## src/rtl/flagAluPkg.sv

```systemverilog
package flagAluPkg;
  localparam int OP_W   = 4;
  localparam int COND_W = 4;

  typedef enum logic [OP_W-1:0] {
    OP_AND = 4'd0,  OP_XOR = 4'd1,  OP_SUB = 4'd2,  OP_RSB = 4'd3,
    OP_ADD = 4'd4,  OP_ADC = 4'd5,  OP_SBC = 4'd6,  OP_RSC = 4'd7,
    OP_TST = 4'd8,  OP_TEQ = 4'd9,  OP_CMP = 4'd10, OP_CMN = 4'd11,
    OP_ORR = 4'd12, OP_MOV = 4'd13, OP_BIC = 4'd14, OP_MVN = 4'd15
  } aluOp_e;

  typedef enum logic [1:0] {CIN_ZERO = 2'd0, CIN_ONE = 2'd1, CIN_FLAG = 2'd2} cinSel_e;

  typedef enum logic [2:0] {
    LF_AND = 3'd0, LF_XOR = 3'd1, LF_ORR = 3'd2, LF_MOV = 3'd3, LF_BIC = 3'd4, LF_MVN = 3'd5
  } logicFn_e;

  typedef struct packed {
    logic n;
    logic z;
    logic c;
    logic v;
  } aluFlags_t;

  typedef struct packed {
    logic     wrRes;
    logic     wrFlags;
    logic     arith;
    logic     swapOps;
    logic     invSecond;
    cinSel_e  cinSel;
    logicFn_e logicFn;
  } aluStrobe_t;
endpackage

```

## src/rtl/flagAluCtrl.sv

```systemverilog
module flagAluCtrl
  import flagAluPkg::*;
(
  input  logic              opValid,
  input  logic [OP_W-1:0]   opCode,
  input  logic              setFlags,
  input  logic [COND_W-1:0] condCode,
  input  aluFlags_t         flags,
  output aluStrobe_t        strobe
);
  logic condPass;
  logic isCompare;
  logic execute;

  always_comb begin
    unique case (condCode)
      4'd0:    condPass = flags.z;
      4'd1:    condPass = !flags.z;
      4'd2:    condPass = flags.c;
      4'd3:    condPass = !flags.c;
      4'd4:    condPass = flags.n;
      4'd5:    condPass = !flags.n;
      4'd6:    condPass = flags.v;
      4'd7:    condPass = !flags.v;
      4'd8:    condPass = flags.c && !flags.z;
      4'd9:    condPass = !flags.c || flags.z;
      4'd10:   condPass = flags.n == flags.v;
      4'd11:   condPass = flags.n != flags.v;
      4'd12:   condPass = !flags.z && (flags.n == flags.v);
      4'd13:   condPass = flags.z || (flags.n != flags.v);
      4'd14:   condPass = 1'b1;
      default: condPass = 1'b0;
    endcase
  end

  assign isCompare = (opCode[3:2] == 2'b10);
  assign execute   = opValid && condPass;

  always_comb begin
    strobe           = '0;
    strobe.wrRes     = execute && !isCompare;
    strobe.wrFlags   = execute && (setFlags || isCompare);
    strobe.cinSel    = CIN_ZERO;
    strobe.logicFn   = LF_AND;
    unique case (aluOp_e'(opCode))
      OP_ADD, OP_CMN: strobe.arith = 1'b1;
      OP_ADC: begin strobe.arith = 1'b1; strobe.cinSel = CIN_FLAG; end
      OP_SUB, OP_CMP: begin strobe.arith = 1'b1; strobe.invSecond = 1'b1; strobe.cinSel = CIN_ONE; end
      OP_SBC: begin strobe.arith = 1'b1; strobe.invSecond = 1'b1; strobe.cinSel = CIN_FLAG; end
      OP_RSB: begin
        strobe.arith = 1'b1; strobe.swapOps = 1'b1; strobe.invSecond = 1'b1; strobe.cinSel = CIN_ONE;
      end
      OP_RSC: begin
        strobe.arith = 1'b1; strobe.swapOps = 1'b1; strobe.invSecond = 1'b1; strobe.cinSel = CIN_FLAG;
      end
      OP_AND, OP_TST: strobe.logicFn = LF_AND;
      OP_XOR, OP_TEQ: strobe.logicFn = LF_XOR;
      OP_ORR:         strobe.logicFn = LF_ORR;
      OP_MOV:         strobe.logicFn = LF_MOV;
      OP_BIC:         strobe.logicFn = LF_BIC;
      default:        strobe.logicFn = LF_MVN;
    endcase
  end
endmodule

```

## src/rtl/flagAluDatapath.sv

```systemverilog
module flagAluDatapath
  import flagAluPkg::*;
#(
  parameter int WIDTH = 32
) (
  input  logic             clk,
  input  logic             rstN,
  input  logic [WIDTH-1:0] opA,
  input  logic [WIDTH-1:0] opB,
  input  logic             shiftCarry,
  input  aluStrobe_t       strobe,
  output logic [WIDTH-1:0] resValue,
  output logic             resWrite,
  output aluFlags_t        flags
);
  localparam int SUM_W = WIDTH + 1;

  logic [WIDTH-1:0] addX, addYRaw, addY, logicRes, result;
  logic [SUM_W-1:0] sumWide;
  logic             carryIn, arithV;
  aluFlags_t        nextFlags;

  assign addX    = strobe.swapOps ? opB : opA;
  assign addYRaw = strobe.swapOps ? opA : opB;
  assign addY    = strobe.invSecond ? ~addYRaw : addYRaw;

  always_comb begin
    unique case (strobe.cinSel)
      CIN_ONE:  carryIn = 1'b1;
      CIN_FLAG: carryIn = flags.c;
      default:  carryIn = 1'b0;
    endcase
  end

  assign sumWide = {1'b0, addX} + {1'b0, addY} + {{WIDTH{1'b0}}, carryIn};
  assign arithV  = (addX[WIDTH-1] == addY[WIDTH-1]) && (sumWide[WIDTH-1] != addX[WIDTH-1]);

  always_comb begin
    unique case (strobe.logicFn)
      LF_AND:  logicRes = opA & opB;
      LF_XOR:  logicRes = opA ^ opB;
      LF_ORR:  logicRes = opA | opB;
      LF_MOV:  logicRes = opB;
      LF_BIC:  logicRes = opA & ~opB;
      default: logicRes = ~opB;
    endcase
  end

  assign result = strobe.arith ? sumWide[WIDTH-1:0] : logicRes;

  always_comb begin
    nextFlags.n = result[WIDTH-1];
    nextFlags.z = (result == '0);
    nextFlags.c = strobe.arith ? sumWide[WIDTH] : shiftCarry;
    nextFlags.v = strobe.arith ? arithV : flags.v;
  end

  always_ff @(posedge clk) begin
    if (!rstN) begin
      resValue <= '0;
      resWrite <= 1'b0;
      flags    <= '0;
    end else begin
      resWrite <= strobe.wrRes;
      if (strobe.wrRes)   resValue <= result;
      if (strobe.wrFlags) flags    <= nextFlags;
    end
  end

  AST_SKIP_HOLDS_STATE: assert property (@(posedge clk) disable iff (!rstN)
    (!strobe.wrRes && !strobe.wrFlags) |=> ($stable(flags) && $stable(resValue) && !resWrite));
  AST_ZERO_FLAG_MATCHES: assert property (@(posedge clk) disable iff (!rstN)
    (strobe.wrRes && strobe.wrFlags) |=> ((flags.z == (resValue == '0)) && (flags.n == resValue[WIDTH-1])));
  AST_LOGIC_KEEPS_V: assert property (@(posedge clk) disable iff (!rstN)
    (strobe.wrFlags && !strobe.arith) |=> (flags.v == $past(flags.v)));
endmodule

```

## src/rtl/flagAlu.sv

```systemverilog
module flagAlu
  import flagAluPkg::*;
#(
  parameter int WIDTH = 32
) (
  input  logic              clk,
  input  logic              rstN,
  input  logic              opValid,
  input  logic [OP_W-1:0]   opCode,
  input  logic              setFlags,
  input  logic [COND_W-1:0] condCode,
  input  logic [WIDTH-1:0]  opA,
  input  logic [WIDTH-1:0]  opB,
  input  logic              shiftCarry,
  output logic [WIDTH-1:0]  resValue,
  output logic              resWrite,
  output logic [3:0]        flagsOut
);
  aluStrobe_t strobe;
  aluFlags_t  flags;

  flagAluCtrl uCtrl (
    .opValid (opValid),
    .opCode  (opCode),
    .setFlags(setFlags),
    .condCode(condCode),
    .flags   (flags),
    .strobe  (strobe)
  );

  flagAluDatapath #(.WIDTH(WIDTH)) uPath (
    .clk       (clk),
    .rstN      (rstN),
    .opA       (opA),
    .opB       (opB),
    .shiftCarry(shiftCarry),
    .strobe    (strobe),
    .resValue  (resValue),
    .resWrite  (resWrite),
    .flags     (flags)
  );

  assign flagsOut = flags;

  AST_CMP_NEVER_WRITES: assert property (@(posedge clk) disable iff (!rstN)
    (opValid && opCode[3:2] == 2'b10) |=> !resWrite);
  AST_NO_S_FLAGS_HOLD: assert property (@(posedge clk) disable iff (!rstN)
    (opValid && !setFlags && opCode[3:2] != 2'b10) |=> $stable(flagsOut));
  AST_IDLE_NO_WRITE: assert property (@(posedge clk) disable iff (!rstN)
    !opValid |=> !resWrite);
endmodule

```

## config.mk

```make
export PLATFORM = sky130hd
export DESIGN_NAME = flagAlu
export DESIGN_NICKNAME = d
export VERILOG_FILES = /design/src/rtl/flagAluPkg.sv /design/src/rtl/flagAluCtrl.sv /design/src/rtl/flagAluDatapath.sv /design/src/rtl/flagAlu.sv
export SDC_FILE = /design/constraint.sdc
export NUM_CORES = 1
export LEC_CHECK = 0
export ABC_AREA = 1
export BUFFER_PORTS_ARGS = -buffer_cell sky130_fd_sc_hd__buf_4
export CAP_MARGIN = 30
export CORE_ASPECT_RATIO = 0.9
export CORE_MARGIN = 3
export CORE_UTILIZATION = 55
export DETAILED_ROUTE_END_ITERATION = 6
export GPL_TIMING_DRIVEN = 0
export PLACE_DENSITY = 0.77
export RECOVER_POWER = 25
export SLEW_MARGIN = 15
export SYNTH_ARGS = -nofsm -noshare
export SYNTH_HDL_FRONTEND = slang
export SYNTH_SLANG_ARGS = --single-unit
export TNS_END_PERCENT = 30
```

## constraint.sdc

```tcl
create_clock -name clk -period 3.8 [get_ports clk]
set_input_delay 0 -clock clk [delete_from_list [all_inputs] [get_ports clk]]
set_output_delay 0 -clock clk [all_outputs]
set_load 0.1 [all_outputs]
```

* After elaboration in Yosys (flattened, before gate mapping)
Cells that the tools add are included.
** Operators by class
- Add/sub/neg operators :: 2
- Equality and inequality tests :: 39
- Bitwise gates (word level) :: 6
- Multiplexer cells :: 13
- Reduce and logical (&&, ||, !) cells :: 26
** Operators with widths (number)
- 32-bit case mux with 5 select lines :: 1
- 32-bit 2-to-1 mux :: 4
- 32-bit bitwise AND :: 2
- 32-bit NOT :: 2
- 4-bit equality test, second input constant :: 14
- 32-bit by 32-bit adder with 33-bit output :: 1
- 33-bit by 1-bit adder with 33-bit output :: 1
- 4-bit by 3-bit equality test with 1-bit output, second input constant :: 8
- 32-bit zero test :: 1
- 32-bit bitwise OR :: 1
- 32-bit XOR :: 1
- 4-bit by 2-bit equality test with 1-bit output, second input constant :: 4
- 1-bit case mux with 15 select lines :: 1
- 3-bit case mux with 5 select lines :: 1
- 10-bit OR reduction :: 1
- 4-bit by 1-bit equality test with 1-bit output, second input constant :: 2
- 4-bit zero test :: 2
- 8-bit OR reduction :: 1
- 3-bit by 2-bit equality test with 1-bit output, second input constant :: 2
- 1-bit logical AND :: 6
- 3-bit OR reduction :: 2
- 1-bit zero test :: 5
- 5-bit OR reduction :: 1
- 2-bit equality test, second input constant :: 2
- 12 further kinds :: 20
** Storage, ports and cells
- Input port bits :: 77
- Register bits :: 37
- Logic and storage cells :: 92
- Output and inout port bits :: 37

* Logic depth before layout (Yosys ltp)
- Word-level depth :: 10
- Depth in mapped cells :: 27

* Modules after synthesis
A second synthesis with hierarchy kept.
** Second synthesis, totals
- Cell total of the unflattened synthesis :: 1363
- Area, all modules :: 7244.4 µm²
** By module, submodules not included
- flagAluDatapath :: instances 1, seq. area each 740.7 µm², cells each 1294, area each 6950.4 µm²
- flagAluCtrl :: instances 1, seq. area each 0.0 µm², cells each 69, area each 294.0 µm²

* Worst setup path before layout
OpenSTA, ideal clock, no wires.
- Path kind :: input port to flip-flop
- Start point :: input port opCode[0]
- End point :: register, netlist name uPath.flags[2]
- Slack :: 0.469 ns
- Path buffers :: 4
- Setup time :: 0.067 ns
- Arrival :: 3.264 ns
- Stages :: 26
- Cells stage by stage :: buf_2 nand2_1 nor2_1 clkbuf_1 clkbuf_1 clkbuf_1 nand2_1 o21ai_0 fa_1 inv_1 fa_1 nand3_1 nand3_1 nand2_1 nand2_1 nand2_1 nand2_1 nand2_1 nand3_1 nand3_1 nand2_1 nor2_1 nand2_1 nor2_1 nand3_1 a21oi_2
** Between the ends
- Longest elaborated chain between the ends :: 10
- Elaborated cells between the ends (all ways) :: 44
- Classes of those cells :: add/sub: 2; eq/ne: 20; mux: 11; bitwise: 1; reduce/logical: 10
** RTL lines
- start, declared :: RTL line flagAlu.sv:9 : input logic [OP_W-1:0] opCode,
- 4-bit by 2-bit equality test with 1-bit output / 4-bit by 3-bit equality test with 1-bit output (equally long branches) :: RTL line flagAluCtrl.sv:45 : unique case (aluOp_e'(opCode))
- 2-bit OR reduction (no source line)
- 1-bit 2-to-1 mux :: RTL line flagAluCtrl.sv:45
- 32-bit 2-to-1 mux :: RTL line flagAluDatapath.sv:24 : assign addYRaw = strobe.swapOps ? opA : opB;
- 32-bit NOT :: RTL line flagAluDatapath.sv:25 : assign addY = strobe.invSecond ? ~addYRaw : addYRaw;
- 32-bit 2-to-1 mux :: RTL line flagAluDatapath.sv:25
- 32-bit by 32-bit adder with 33-bit output :: RTL line flagAluDatapath.sv:35 : assign sumWide = {1'b0, addX} + {1'b0, addY} + {{WIDTH{1'b0}}, carryIn};
- 33-bit by 1-bit adder with 33-bit output :: RTL line flagAluDatapath.sv:35
- 32-bit 2-to-1 mux * :: RTL line flagAluDatapath.sv:49 : assign result = strobe.arith ? sumWide[WIDTH-1:0] : logicRes;
- 32-bit zero test * :: RTL line flagAluDatapath.sv:53 : nextFlags.z = (result == '0);
Mark *: on every way between the ends. The rest lies on a longest branch, timed or not.
A chain may end at the register's enable or synchronous reset.

* Final worst setup path
- Start point :: input port opCode[0]
- End point :: register, netlist name uPath.flags[2]
** Between the ends
- Longest elaborated chain between the ends :: 10
- Elaborated cells between the ends (all ways) :: 44
- Classes of those cells :: add/sub: 2; eq/ne: 20; mux: 11; bitwise: 1; reduce/logical: 10
** RTL lines (RTL line)
- 4-bit by 2-bit equality test with 1-bit output / 4-bit by 3-bit equality test with 1-bit output (equally long branches) :: flagAluCtrl.sv:45
- 2-bit OR reduction (no source line)
- 1-bit 2-to-1 mux :: flagAluCtrl.sv:45
- 32-bit 2-to-1 mux :: flagAluDatapath.sv:24
- 32-bit NOT :: flagAluDatapath.sv:25
- 32-bit 2-to-1 mux :: flagAluDatapath.sv:25
- 32-bit by 32-bit adder with 33-bit output :: flagAluDatapath.sv:35
- 33-bit by 1-bit adder with 33-bit output :: flagAluDatapath.sv:35
- 32-bit 2-to-1 mux * :: flagAluDatapath.sv:49
- 32-bit zero test * :: flagAluDatapath.sv:53
Marks and branches as above.

==> summary.md <==
| Metric | Value |
|---|---|
| Status | finished, final reports clean |
| Pwr dens | between 300 and 400 nW/um^2 |
| FF+latch count, synth | 37 |
| Crit-path leading delay family | simple AND/OR/NAND/NOR gates |
| Simple-gate portion of the synthesized area | 0.421 |
| Cells after Synth | ~1400 |
| Switching Share | 0.560 |
| CP required | between 4 and 5 ns |
| Final instance area | between 8000 and 9000 um^2 |
| Critical path's largest stage delay | ~0.47 ns |
| Core ar. | 13500 um^2 |
| Setup Viol. Count Final | 0 |
| Mean number of vias per cell | 5.68 |
| Placed cell area | between 8000 and 9000 um^2 |
| WP data arrival | ~3.8 ns |
| Max VDD drop | 186 uV |
| Number of diodes | 0 |
| Main combinational cell family by area after synthesis | simple AND/OR/NAND/NOR gates |
| Initial antenna violation count | 0 |
| Startpoint types | input port |
| Worst Skew | about 0.01 ns |
| Clock share of power | 0.159 |
| Most frequent cells in the layout | nand2_1 (496), inv_1 (230), o21ai_0 (123) |
| Sequential area share after synthesis | 0.0970 |
| Chip Width | between 100 and 150 um |
| Vias | between 9000 and 10000 |
| Largest net degree at the start of global routing | 14 |
| Yosys Warn Count | 0 |
| Die area | between 15000 and 20000 um^2 |
| Routability congestion estimate | about 1 |
| Clock Path Buffers | 2 |
| CTS tree | yes |
| CTS Sinks | 37 |
| Xor/xnor cell area share of the yosys netlist | 0.0425 |
| Maxcap violations | 0 |
| Final Hold Fails | 0 |
| Setup slack, reg-to-reg | roughly 0.32 ns |
| Period utilization | 0.948 |
| P_leak | 5.06 nW |
| Final Max Tran Viols | 0 |
| Num CTS Buffers | 5 |
| Gr ovfl total | 0 |
| First-pass GRT wire length | ~45 mm |
| Vias in the first global route | between 8000 and 9000 |
| Root buf cell | clkbuf_16 |
| Slowest CP cell | fa_1 |
| Post-route minimum period | between 3 and 4 ns |
| Most used cell along the critical path | nand2_1 |
| Pre-antenna DRT Iters | 6 |
| GRT Overall Usage | 0.381 |
| Post-synth top area share | 0.244 |
| H-tree depth | 2 |
| Combinational power share | 0.681 |
| Post-synth EDFFs | 0 |
| Mux contribution to synthesized area | 0 |
| # DRC | 0 |
| Non-Filler Instances | between 1500 and 2000 |
| Int Pwr | 0.00123 W |
| Post-synthesis compound-gate area fraction | 0.176 |
| Fmax | roughly 280 MHz |
| Ys async rst share | 0 |
| IO Port Bufs | around 110 |
| Switch Pwr | roughly 0.0016 W |
| WP buf/inv | 2 |
| Final net count | about 1700 |
| Dominant synthesized flop cell | dfxtp_1 |
| Most common cell after layout, fill and taps aside | nand2_1 |
| Clock slew at reported path FFs | 0.07 ns |
| Die height | 118 um |
| ANT nets after route | 0 |
| Placed insts | between 1500 and 2000 |
| Clock latency at the later pin of the worst-skew pair | roughly 0.3 ns |
| Setup TNS | 0 ns |
| Rows | 40 |
| HPWL Detailed | around 24 mm |
| Syn nets | about 1600 |
| Starting DRT DRC Count | 1548 |
| Area growth from synthesis to layout | 15.5% |
| Final Total Pwr | 0.00278 W |
| Crit-path max FO | 9 |
| Synthesized area | approximately 7600 um^2 |
| Top cell type by total area after synthesis | nand2_1 |
| Share of cells above drive strength 1 | 0.110 |
| Slew @ Worst Pin | about 1.2 ns |
| Part of the power in registers | 0.160 |
| Starting Density | 0.567 |
| Crit path kind | input port to flop |
| HP Class | input port to flop |
| Main area contributors after synthesis | nand2_1 (24%), inv_1 (11%), ha_1 (11%), dfxtp_1 (9.7%), o21ai_0 (8.1%) |
| Synth cell types | just over 40 |
| Adder-Cell Fraction of Synth Area | 0.112 |
| Relative slew margins | 0.176 |
| Total Wirelength | around 30 mm |
| Drt wl/cell | around 17 um |
| Syn_area_per_cell | 5.28 um^2 |
| Critical Path Sink Type | flop |
| Boundary pin count | ~110 |
==> metal layers <==
layer	GRT usage	part of all wire	vias to the layer above	wire length, um
li1	-	-	4839	-
met1	0.564	0.43	4326	13100
met2	0.515	0.39	616	11700
met3	0.128	0.15	71	4460
met4	0.116	0.032	0	972
met5	0	0	-	0
==> metrics by stage <==
stage	util	hold WS, ns	setup slack [ns]
2_1_floorplan	-	0.138	0.469
3_3_place_gp	0.645	0.313	-0.810
3_5_place_dp	0.645	0.317	-0.759
4_1_cts	0.658	0.0762	0.0132
5_1_grt	0.655	0.101	-0.0347
6_report	0.655	0.0841	0.199
==> worst min-delay path, stage by stage <==
cell	delay, ns
buf_4	0.12
a21oi_1	0.07
nand2_1	0.08
a31oi_1	0.08
==> what timing repair did <==
item                                    4_1_cts  5_1_grt
endpoints found under the setup margin        4        2
resized for setup                             6       27
hold buffers                                  1        0
buffers inserted                              0        0
hold endpoints to repair                      1        0
==> flip-flops by register name, summed over array words and instances, names as in the netlist <==
register and count:
uPath.resWrite 1, uPath.resValue 32, uPath.flags 4
==> worst paths after layout <==
path | start | to | cells past startpoint
worst max-delay path | opCode[0] | uPath.flags[2] | 25
worst min register to register | uPath.resValue[29] | uPath.resValue[29] | 2
worst min-delay path | opB[7] | uPath.resValue[7] | 4
worst max register to register | uPath.flags[1] | uPath.flags[2] | 21
==> cells in the mapped netlist, drive strengths merged (4+ instances only) <==
| master | count |
|---|---|
| buf | 28 |
| dfxtp | 37 |
| nand3b | 13 |
| a21oi | 59 |
| o21ai | 134 |
| o211ai | 18 |
| nor3 | 4 |
| nor2 | 129 |
| xor2 | 37 |
| a31oi | 15 |
| clkbuf | 24 |
| ha | 65 |
| nand3 | 105 |
| nand4 | 16 |
| nand2 | 502 |
| o2111ai | 4 |
| inv | 235 |
==> logic make-up (layout without fill, tap and decap cells) <==
| logic type | count (synthesis) | after routing |
|---|---|---|
| AOI/OAI and AO/OA | 243 | 243 |
| adders and majority gates | 67 | 67 |
| and+or+nand+nor | 774 | 774 |
| buffers and inverters | 288 | 409 |
| DFF | 37 | 37 |
| xor gates and xnor gates | 37 | 37 |
==> area by class of cell <==
type / count / area [um^2]
Multi-Input combinational cell: 1121 / 5750
Fill cell: 1389 / 4650
Inverter: 236 / 891
Timing Repair Buffer: 113 / 783
Sequential cell: 37 / 741
Buffer: 52 / 297
Tap cell: 168 / 210
Clock buffer: 5 / 125
Clock inverter: 3 / 21.3
==> power groups by stage <==
stage | sequential (W) | combinational, W | clock, W
after floorplan | 0.000695 | 0.00107 | 0
after detailed placement | 0.000452 | 0.00184 | 0
final | 0.000444 | 0.00190 | 0.000442
after global routing | 0.000447 | 0.00206 | 0.000460
after global placement | 0.000453 | 0.00181 | 0
after CTS | 0.000444 | 0.00185 | 0.000447
(Power assumes the default switching activity.)
